$ cat src/rtl/hbpwm_pkg.sv
// Package hbpwm_pkg
// Shared constants for the dual-carrier H-bridge PWM generator.
// Assumes exactly two bridge legs; leg 0 is the left leg, leg 1 the right.
package hbpwm_pkg;
    localparam int LEGS      = 2;
    localparam int LEG_LEFT  = 0;
    localparam int LEG_RIGHT = 1;
endpackage

$ cat src/rtl/hbpwm_carrier.sv
// Module hbpwm_carrier
// Triangular carrier: counts 0 up to the latched period and back to 0.
// The period is captured only at the zero point. at_zero_o flags the zero
// clock; soc_o pulses one clock later. Assumes period_in >= 1 for running.
module hbpwm_carrier #(
    parameter int CNT_W = 12
) (
    input  logic             clk,
    input  logic             rst_n,
    input  logic             en,
    input  logic [CNT_W-1:0] period_in,
    output logic [CNT_W-1:0] cnt_o,
    output logic             at_zero_o,
    output logic             soc_o
);
    logic [CNT_W-1:0] cnt;
    logic [CNT_W-1:0] per_act;
    logic             rising;

    assign cnt_o     = cnt;
    assign at_zero_o = (cnt == '0);

    // Purpose: advance the up/down counter and latch the period at zero.
    always_ff @(posedge clk) begin
        if (!rst_n || !en) begin
            cnt     <= '0;
            per_act <= '0;
            rising  <= 1'b1;
            soc_o   <= 1'b0;
        end else begin
            soc_o <= (cnt == '0) && (period_in != '0);
            if (cnt == '0) begin
                per_act <= period_in;
                rising  <= 1'b1;
                if (period_in != '0) begin
                    cnt <= cnt + 1'b1;
                end
            end else if (rising && (cnt >= per_act)) begin
                cnt    <= cnt - 1'b1;
                rising <= 1'b0;
            end else if (rising) begin
                cnt <= cnt + 1'b1;
            end else begin
                cnt <= cnt - 1'b1;
            end
        end
    end

    // counter never exceeds the period it latched
    p_cnt_bounded_r1: assert property (@(posedge clk) disable iff (!rst_n)
        cnt <= per_act)
        else $error("carrier above latched period");

    // strobe is a single clock wide
    p_soc_single_r2: assert property (@(posedge clk) disable iff (!rst_n)
        soc_o |=> !soc_o)
        else $error("strobe wider than one clock");

    // strobe only follows a zero value
    p_soc_after_zero_r2: assert property (@(posedge clk) disable iff (!rst_n)
        soc_o |-> $past(cnt == '0))
        else $error("strobe without zero point");
endmodule

$ cat src/rtl/hbpwm_cmp.sv
// Module hbpwm_cmp
// Compare unit of one leg: a shadow register sampled every clock and an
// active compare register loaded from the shadow at the carrier zero point.
// raw_o requests the upper switch while the carrier is below the active value.
module hbpwm_cmp #(
    parameter int CNT_W = 12
) (
    input  logic             clk,
    input  logic             rst_n,
    input  logic             en,
    input  logic [CNT_W-1:0] cnt_i,
    input  logic             at_zero_i,
    input  logic [CNT_W-1:0] duty_i,
    output logic             raw_o
);
    logic [CNT_W-1:0] shadow;
    logic [CNT_W-1:0] active;

    // Purpose: buffer the command and commit it at the zero point.
    always_ff @(posedge clk) begin
        if (!rst_n || !en) begin
            shadow <= '0;
            active <= '0;
        end else begin
            shadow <= duty_i;
            if (at_zero_i) begin
                active <= shadow;
            end
        end
    end

    assign raw_o = (cnt_i < active);

    // active compare changes only at a zero point or when disabled
    p_commit_at_zero_r4: assert property (@(posedge clk) disable iff (!rst_n)
        !$stable(active) |-> ($past(at_zero_i) || $past(!en)))
        else $error("compare value changed outside zero point");
endmodule

$ cat src/rtl/hbpwm_dband.sv
// Module hbpwm_dband
// Rising-edge delay for one gate: the output turns on once the request has
// been high for dly_i clocks beyond the register stage, and turns off the
// clock after the request drops. Assumes dly_i may change at any time.
module hbpwm_dband #(
    parameter int DLY_W = 7
) (
    input  logic             clk,
    input  logic             rst_n,
    input  logic             en,
    input  logic             sig_i,
    input  logic [DLY_W-1:0] dly_i,
    output logic             gate_o
);
    logic [DLY_W-1:0] held;

    // Purpose: count how long the request has been high, release at dly_i.
    always_ff @(posedge clk) begin
        if (!rst_n || !en || !sig_i) begin
            held   <= '0;
            gate_o <= 1'b0;
        end else if (held >= dly_i) begin
            gate_o <= 1'b1;
        end else begin
            held <= held + 1'b1;
        end
    end

    // a gate turns on only after its request was present
    p_rise_needs_req_r5: assert property (@(posedge clk) disable iff (!rst_n)
        $rose(gate_o) |-> $past(sig_i))
        else $error("gate turned on without request");
endmodule

$ cat src/rtl/hbridge_pwm_gen.sv
// Module hbridge_pwm_gen
// Dual-leg symmetric PWM generator for a full-bridge chopper. Two identical
// triangular carriers, one per leg, each with a shadowed compare unit and a
// dead-banded complementary gate pair. Leg 0 raises the conversion strobe.
// Assumes period >= 1 while enabled; period 0 parks the carriers at zero.
module hbridge_pwm_gen #(
    parameter int CNT_W       = 12,
    parameter int DB_W        = 4,
    parameter int DB_PRESCALE = 4
) (
    input  logic             clk,
    input  logic             rst_n,
    input  logic             enable,
    input  logic             bipolar,
    input  logic [CNT_W-1:0] period,
    input  logic [CNT_W-1:0] duty_left,
    input  logic [CNT_W-1:0] duty_right,
    input  logic [DB_W-1:0]  dead_band,
    output logic             gate_left_hi,
    output logic             gate_left_lo,
    output logic             gate_right_hi,
    output logic             gate_right_lo,
    output logic             adc_soc
);
    import hbpwm_pkg::*;

    localparam int DLY_W = DB_W + $clog2(DB_PRESCALE + 1);

    logic [CNT_W-1:0] cnt_w   [LEGS];
    logic             zero_w  [LEGS];
    logic             soc_w   [LEGS];
    logic             raw_w   [LEGS];
    logic [CNT_W-1:0] duty_w  [LEGS];
    logic             hi_w    [LEGS];
    logic             lo_w    [LEGS];
    logic [CNT_W-1:0] duty_inv;
    logic [DLY_W-1:0] dly;

    // Purpose: right-leg command for bipolar mode, saturated at zero.
    always_comb begin
        if (duty_left <= period) begin
            duty_inv = period - duty_left;
        end else begin
            duty_inv = '0;
        end
    end

    assign dly = DLY_W'(dead_band) * DLY_W'(DB_PRESCALE);
    assign duty_w[LEG_LEFT]  = duty_left;
    assign duty_w[LEG_RIGHT] = bipolar ? duty_inv : duty_right;

    for (genvar g = 0; g < LEGS; g++) begin : g_leg
        hbpwm_carrier #(.CNT_W(CNT_W)) u_carrier (
            .clk       (clk),
            .rst_n     (rst_n),
            .en        (enable),
            .period_in (period),
            .cnt_o     (cnt_w[g]),
            .at_zero_o (zero_w[g]),
            .soc_o     (soc_w[g])
        );

        hbpwm_cmp #(.CNT_W(CNT_W)) u_cmp (
            .clk       (clk),
            .rst_n     (rst_n),
            .en        (enable),
            .cnt_i     (cnt_w[g]),
            .at_zero_i (zero_w[g]),
            .duty_i    (duty_w[g]),
            .raw_o     (raw_w[g])
        );

        hbpwm_dband #(.DLY_W(DLY_W)) u_db_hi (
            .clk    (clk),
            .rst_n  (rst_n),
            .en     (enable),
            .sig_i  (raw_w[g] & enable),
            .dly_i  (dly),
            .gate_o (hi_w[g])
        );

        hbpwm_dband #(.DLY_W(DLY_W)) u_db_lo (
            .clk    (clk),
            .rst_n  (rst_n),
            .en     (enable),
            .sig_i  (~raw_w[g] & enable),
            .dly_i  (dly),
            .gate_o (lo_w[g])
        );

        // the two switches of one leg are never on together
        p_no_overlap_r6: assert property (@(posedge clk) disable iff (!rst_n)
            !(hi_w[g] && lo_w[g]))
            else $error("shoot-through on leg");
    end

    assign gate_left_hi  = hi_w[LEG_LEFT];
    assign gate_left_lo  = lo_w[LEG_LEFT];
    assign gate_right_hi = hi_w[LEG_RIGHT];
    assign gate_right_lo = lo_w[LEG_RIGHT];
    assign adc_soc       = soc_w[LEG_LEFT];

    // both carriers run in step, so their strobes coincide
    p_carriers_aligned_r1: assert property (@(posedge clk) disable iff (!rst_n)
        soc_w[LEG_LEFT] == soc_w[LEG_RIGHT])
        else $error("carriers out of step");

    // disabling drops every gate and the strobe on the next clock
    p_off_when_disabled_r8: assert property (@(posedge clk) disable iff (!rst_n)
        !enable |=> !(gate_left_hi || gate_left_lo || gate_right_hi || gate_right_lo || adc_soc))
        else $error("output active while disabled");
endmodule

$ cat config.mk
export PLATFORM = sky130hd
export DESIGN_NAME = hbridge_pwm_gen
export DESIGN_NICKNAME = d
export VERILOG_FILES = /design/src/rtl/hbpwm_pkg.sv /design/src/rtl/hbpwm_carrier.sv /design/src/rtl/hbpwm_cmp.sv /design/src/rtl/hbpwm_dband.sv /design/src/rtl/hbridge_pwm_gen.sv
export SDC_FILE = /design/constraint.sdc
export NUM_CORES = 1
export LEC_CHECK = 0
export ABC_CLOCK_PERIOD_IN_PS = 7600
export BUFFER_PORTS_ARGS = -buffer_cell sky130_fd_sc_hd__clkbuf_2
export CAP_MARGIN = 20
export CORE_MARGIN = 2
export CORE_UTILIZATION = 60
export CTS_BUF_LIST = sky130_fd_sc_hd__clkbuf_4 sky130_fd_sc_hd__clkbuf_8
export CTS_CLUSTER_SIZE = 30
export DETAILED_ROUTE_END_ITERATION = 6
export PLACE_DENSITY_LB_ADDON = 0.05
export SLEW_MARGIN = 20
export SYNTH_ARGS = -nofsm -noshare
export SYNTH_HDL_FRONTEND = slang
export SYNTH_SLANG_ARGS = --single-unit
$ cat constraint.sdc
create_clock -name clk -period 7.6 [get_ports clk]
set_clock_uncertainty 0.1 [all_clocks]
set_input_delay 0.38 -clock clk [delete_from_list [all_inputs] [get_ports clk]]
set_output_delay 0.38 -clock clk [all_outputs]
set_load 0.05 [all_outputs]
==> metrics.md, run 1 <==
| Metric | Value |
|---|---|
| Outcome | finished clean |
| HP Class | in2reg |
| Layout Nets | 1071 |
| Via Count | 6222 |
| Number of max-cap violations | 0 |
| Max-slew headroom | 36.8% |
| Largest net degree at the start of global routing | 73 |
| Area growth syn-to-layout | 9.79% |
| Top post-synthesis cells by area | dfxtp_1 (35%), ha_1 (15%), nand2_1 (6.8%), a21oi_1 (5.3%), inv_1 (4.4%) |
| CTS Buf Count | 17 |
| First-pass GRT wire length | 28.7 mm |
| Worst Tran Pin Value | 0.947 ns |
| Crit path launch type | register |
| Final hold slack | 0.0556 ns |
| Ant diodes | 0 |
| # rows | 40 |
| Initial DRC Count | 419 |
| Routed Antenna Nets | 0 |
| Width of the die | 115 um |
| Port Buffers | 48 |
| Setup violations, final | 0 |
| Initial antenna violation count | 0 |
| Post-CTS sizing | 0 |
| CP Capture Type | register |
| Sinks on Clock Net | 131 |
| WP data required | 7.78 ns |
| Vias per cell | 5.66 |
| Commonest cells in the synthesized netlist | nand2_1 (133), dfxtp_1 (131), inv_1 (87), ha_1 (86), nor2_1 (81) |
| Syn Nets | 1030 |
| Root buf cell | clkbuf_8 |
| Core ar. | 12000 sq um |
| RSZ-0062 raised after global routing | no |
| Synth area leader | dfxtp_1 |
| Worst-Skew Late Latency | 0.44 ns |
| Crit path arrival time | 3.28 ns |
| Post-CTS setup repair buffer count | 0 |
| Total power draw | 3130 uW |
| Final core utilization | 67.5% |
| Ys Warns | 0 |
| Setup_tns | 0 ns |
| Die area | 13200 sq um |
| Crit Path Category | reg2reg |
| Area share of the largest cell type after synthesis | 35.5% |
| GRT Total Usage | 27.1% |
| WL/cell | 15.0 um |
| # hold bufs at CTS | 0 |
| Slew Viols, Final | 0 |
| Post-synthesis sequential area ratio | 35.5% |
| Die height | 115 um |
| Layout cell share with drive strength beyond 1 | 10.5% |
| Leak pwr | 0.00340 uW |
| Number of top-level pins | 49 |
| CTS H-tree lvls | 4 |
| Routability congestion estimate from global placement | 0.923 |
| Power Density | 385 nW/um^2 |
| Asr flop ratio synth | 0% |
| Tcrit/Tclk final | 40.9% |
| Worst VDD drop | 0.000194 V |
| Avg Cell Area, Syn | 8.22 sq um |
| Gr ovfl total | 0 |
| Worst-path clk slew | 0.08 ns |
| Netlist cell types | 59 |
| Peak Freq | 322 MHz |
| CTS tree | built |
| #FFs+latches synth | 131 |
| Mapped Cells | 899 |
| Residual DRC count | 0 |
| TritonRoute pass-1 iters | 5 |
| WL final | 16.5 mm |
| Post-detail-place hpwl | 12.4 mm |
| Worst-path maximum fanout | 34 |
| Starting density of the core | 61.5% |
| Mapped cell area | 7390 sq um |
| CTS Buffer Depth | 2 |
| Top_reg_cell synth | dfxtp_1 |
| Count leader, synth | nand2_1 |
| Hold Vio Cnt, Final | 0 |
| Crit path time final | 3.11 ns |
| Vias in the first global route | 6115 |
| EDFF count, synth | 0 |
-- stage by stage --
step	area [sq um]	instances	setup WS [ns]
2_1_floorplan	7390	899	5.09
3_3_place_gp	7700	1067	4.59
3_5_place_dp	7700	1067	4.40
4_1_cts	8100	1099	4.39
5_1_grt	8110	1100	4.30
6_report	8110	1100	4.49
-- kinds of logic after synthesis --
| kind of cell | share of synthesized area [%] |
|---|---|
| adders and majority gates | 14.8 |
| DFF | 35.5 |
| muxes | 2.18 |
| AOI/OAI and AO/OA | 15.6 |
| buffers and inverters | 6.26 |
| xor gates and xnor gates | 5.69 |
| and+or+nand+nor | 19.9 |
-- layout by cell type, fill, tap and decap left out, types with 7 or more instances in the layout --
cell / n
nand2_1: 132
nor2_1: 81
ha_1: 86
xor2_1: 11
clkbuf_8: 17
inv_1: 87
nand4_1: 9
nor4_1: 7
o21ai_0: 18
clkbuf_2: 48
a21o_1: 18
nor3_1: 15
a22o_1: 11
xnor2_1: 37
o21a_1: 10
a21oi_1: 78
or3_1: 10
dfxtp_1: 131
and3_1: 12
mux2i_1: 15
nand3_1: 19
-- flip-flops by register name (all words and copies together), names as in the netlist --
signal / cells
g_leg.u_db_lo.gate_o: 2
g_leg.u_carrier.soc_o: 1
g_leg.u_db_hi.gate_o: 2
g_leg.u_carrier.per_act: 24
g_leg.u_db_hi.held: 14
g_leg.u_cmp.shadow: 24
g_leg.u_carrier.cnt_o: 24
g_leg.u_db_lo.held: 14
g_leg.u_cmp.active: 24
g_leg.u_carrier.rising: 2
-- layer usage --
layer	vias up	GRT usage (%)	wire length (um)
met5	-	0	0
met1	2871	34.6	7550
met3	33	5.75	813
li1	3147	-	-
met4	0	10.2	344
met2	171	45.3	7830
-- report_power, final --
part / switching (uW) / internal, uW
clock: 287 / 299
combinational: 995 / 664
sequential: 112 / 768
total: 1390 / 1730
-- final cells by class --
type	count	area, sq um
inverter	87	327
fill	1042	3900
sequential	131	2620
tap	147	184
timing repair buffer	52	278
clock inverter	14	153
clock buffer	18	241
multi-input combinational	651	4310
-- critical path: stages, from the launching register on --
cell	delay (ns)
dfxtp_1	0.35
inv_1	0.14
ha_1	0.21
or3b_1	0.40
or3_1	0.36
or3_2	0.73
o21ai_0	0.56
a221oi_1	0.09
-- path summary, 6_finish.rpt --
kind                                                     to  slack, ns  cells after the start                        start
worst min register to register     g_leg[0].u_cmp.active[3]       0.34                      2     g_leg[0].u_cmp.shadow[3]
worst max-delay path            g_leg[1].u_carrier.cnt_o[6]       4.49                      7  g_leg[1].u_carrier.cnt_o[0]
worst min-delay path               g_leg[1].u_cmp.shadow[1]       0.06                      2                duty_right[1]
worst max register to register  g_leg[1].u_carrier.cnt_o[6]       4.49                      7  g_leg[1].u_carrier.cnt_o[0]
No activity file was read; power rests on OpenSTA's default activity.
==> run 2: changes to the inputs <==
Settings changed: ABC_CLOCK_PERIOD_IN_PS 7600 to 2600, CORE_UTILIZATION 60 to 57.
Clock period 7.6 ns to 2.6 ns, I/O delays scaled along.
==> run 2 against run 1 <==
Against the previous run: utilization grew 3.1 points; routed wire length rose by 7.7%; die area grew 5.1%; clock power increased to 3.0 times the previous value; register-to-register slack worse by 4.4 ns; sequential power grew to 2.8 times the previous value; via count is 6.0% higher; largest power group unchanged.
==> metrics.md, run 2 (synthesis results as in run 1) <==
| Metric | Value |
|---|---|
| Hold Vio Cnt, Final | 0 |
| Commonest non-fill, non-tap cell in the layout | nand2_1 |
| Gr ovfl total | 0 |
| CP max stage cell | dlygate4sd3_1 |
| HP Class | in2reg |
| Worst-Skew Late Latency | 0.44 ns |
| Power Density | 1100 nW/um^2 |
| Outcome | finished clean |
| Layout Nets | 1141 |
| Width of the die | 118 um |
| Residual DRC count | 0 |
| CTS tree | built |
| Number of max-cap violations | 0 |
| Layout cell share with drive strength beyond 1 | 15.1% |
| Routability congestion estimate from global placement | 0.900 |
| CTS Buf Count | 17 |
| Die height | 118 um |
| Ant diodes | 0 |
| Vias in the first global route | 6462 |
| Starting density of the core | 58.6% |
| Via Count | 6598 |
| Worst setup path start | period[2] |
| Worst Tran Pin Value | 0.689 ns |
| Crit Path Category | in2reg |
| Worst-path clk slew | 0.08 ns |
| Largest net degree at the start of global routing | 31 |
| GRT Total Usage | 26.1% |
| Initial DRC Count | 461 |
| Hold depth | 3 |
| Commonest non-fill, non-tap cells in the layout | nand2_1 (132), dfxtp_1 (127), inv_1 (85) |
| Worst VDD drop | 0.000721 V |
| CP Depth | 11 |
| Total power draw | 9820 uW |
| Area growth syn-to-layout | 20.7% |
| CTS Buffer Depth | 2 |
| Worst-path maximum fanout | 5 |
| Initial antenna violation count | 0 |
| Crit path launch type | primary input |
| Min-delay src | bipolar |
| WP data required | 2.89 ns |
| Sinks on Clock Net | 131 |
| Worst R2R Start | g_leg[1].u_carrier.cnt_o[1] |
| Setup violations, final | 0 |
| # rows | 41 |
| Post-detail-place hpwl | 12.9 mm |
| Leak pwr | 0.00374 uW |
| WL final | 17.8 mm |
| Crit path time final | 2.56 ns |
| CTS H-tree lvls | 4 |
| Setup_tns | 0 ns |
| CP top delay family | buffers and inverters |
| Critical path, cell by cell | dlygate4sd3_1 -> clkbuf_2 -> ha_2 -> a21o_1 -> a21oi_2 -> o21ba_2 -> o21ai_1 -> a21oi_2 -> nand3b_1 -> a21oi_1 -> dlygate4sd3_1 |
| Peak Freq | 390 MHz |
| Crit path arrival time | 2.85 ns |
| WP buf/inv | 3 |
| Max-slew headroom | 53.9% |
| CP Capture Type | register |
| Number of top-level pins | 49 |
| Root buf cell | clkbuf_8 |
| Slew Viols, Final | 0 |
| WL/cell | 14.9 um |
| Worst stage delay on the critical path | 0.56 ns |
| Worst r2r path cells | 8 |
| First-pass GRT wire length | 29.8 mm |
| Die area | 13900 sq um |
| Routed Antenna Nets | 0 |
| TritonRoute pass-1 iters | 5 |
| Core ar. | 12600 sq um |
| Tcrit/Tclk final | 98.5% |
| Port Buffers | 48 |
| Vias per cell | 5.52 |
==> run 2: cell types whose count changed in the layout (fill, tap and decap cells not counted), sizes merged <==
| cell | change |
|---|---|
| buf | +30 |
| clkbuf | +2 |
| clkinv | +2 |
| dlygate4sd3 | +39 |
| inv | -4 |
| or3 | +1 |
==> run 2: metrics by stage <==
step / setup slack, ns / util, % / cells / hold slack [ns] / cell area [sq um]
after global routing: -0.0533 / 70.7 / 1195 / 0.111 / 8920
after CTS: 0.0183 / 69.4 / 1191 / 0.0656 / 8750
final: 0.0379 / 70.7 / 1195 / 0.126 / 8920
after global placement: 0.0842 / 63.0 / 1120 / 0.252 / 7960
after floorplan: 0.108 / - / 899 / 0.155 / 7390
after detailed placement: -0.0524 / 63.0 / 1120 / 0.249 / 7960
==> run 2: timing repair <==
item                                    in CTS  in global routing
gates cloned                                 0                  1
endpoints found under the hold margin       48                  0
resized for setup                            1                 30
endpoints found under the setup margin       1                 15
buffers inserted                             0                  3
pin swaps                                    0                  7
hold buffers                                39                  0
==> run 2: worst register-to-register path, cell delays in order (launching register included) <==
cell	delay (ns)
dfxtp_2	0.34
buf_4	0.14
or3_1	0.39
or3_4	0.34
or2_4	0.25
or4_1	0.40
mux2i_1	0.18
mux2i_1	0.21
nor2_1	0.05
==> run 2: cell type report <==
cell class	count	area, sq um
Multi-Input combinational cell	652	4450
Clock buffer	20	269
Timing Repair Buffer	121	898
Clock inverter	12	131
Inverter	87	327
Sequential cell	131	2630
Tap cell	172	215
Fill cell	1033	3700
==> run 2: worst paths after layout <==
path | slack, ns | to
worst min-delay path | 0.13 | g_leg[1].u_cmp.shadow[10]
worst min register to register | 0.34 | g_leg[0].u_cmp.active[11]
worst max-delay path | 0.04 | g_leg[1].u_cmp.shadow[2]
worst max register to register | 0.11 | g_leg[1].u_carrier.cnt_o[9]
==> run 2: report_power, final <==
part / internal, uW / total [uW] / switching [uW]
Clock: 913 / 1730 / 818
Sequential: 2250 / 2430 / 183
Combinational: 2420 / 5660 / 3240
==> run 2: layer usage <==
layer  GRT usage (%)  vias to the layer above  part of all wire, %
met1            32.6                     3093                   45
li1                -                     3300                    -
met5               0                        -                    0
met2            44.2                      173                   48
met3            5.57                       32                  4.8
met4            10.0                        0                  2.3
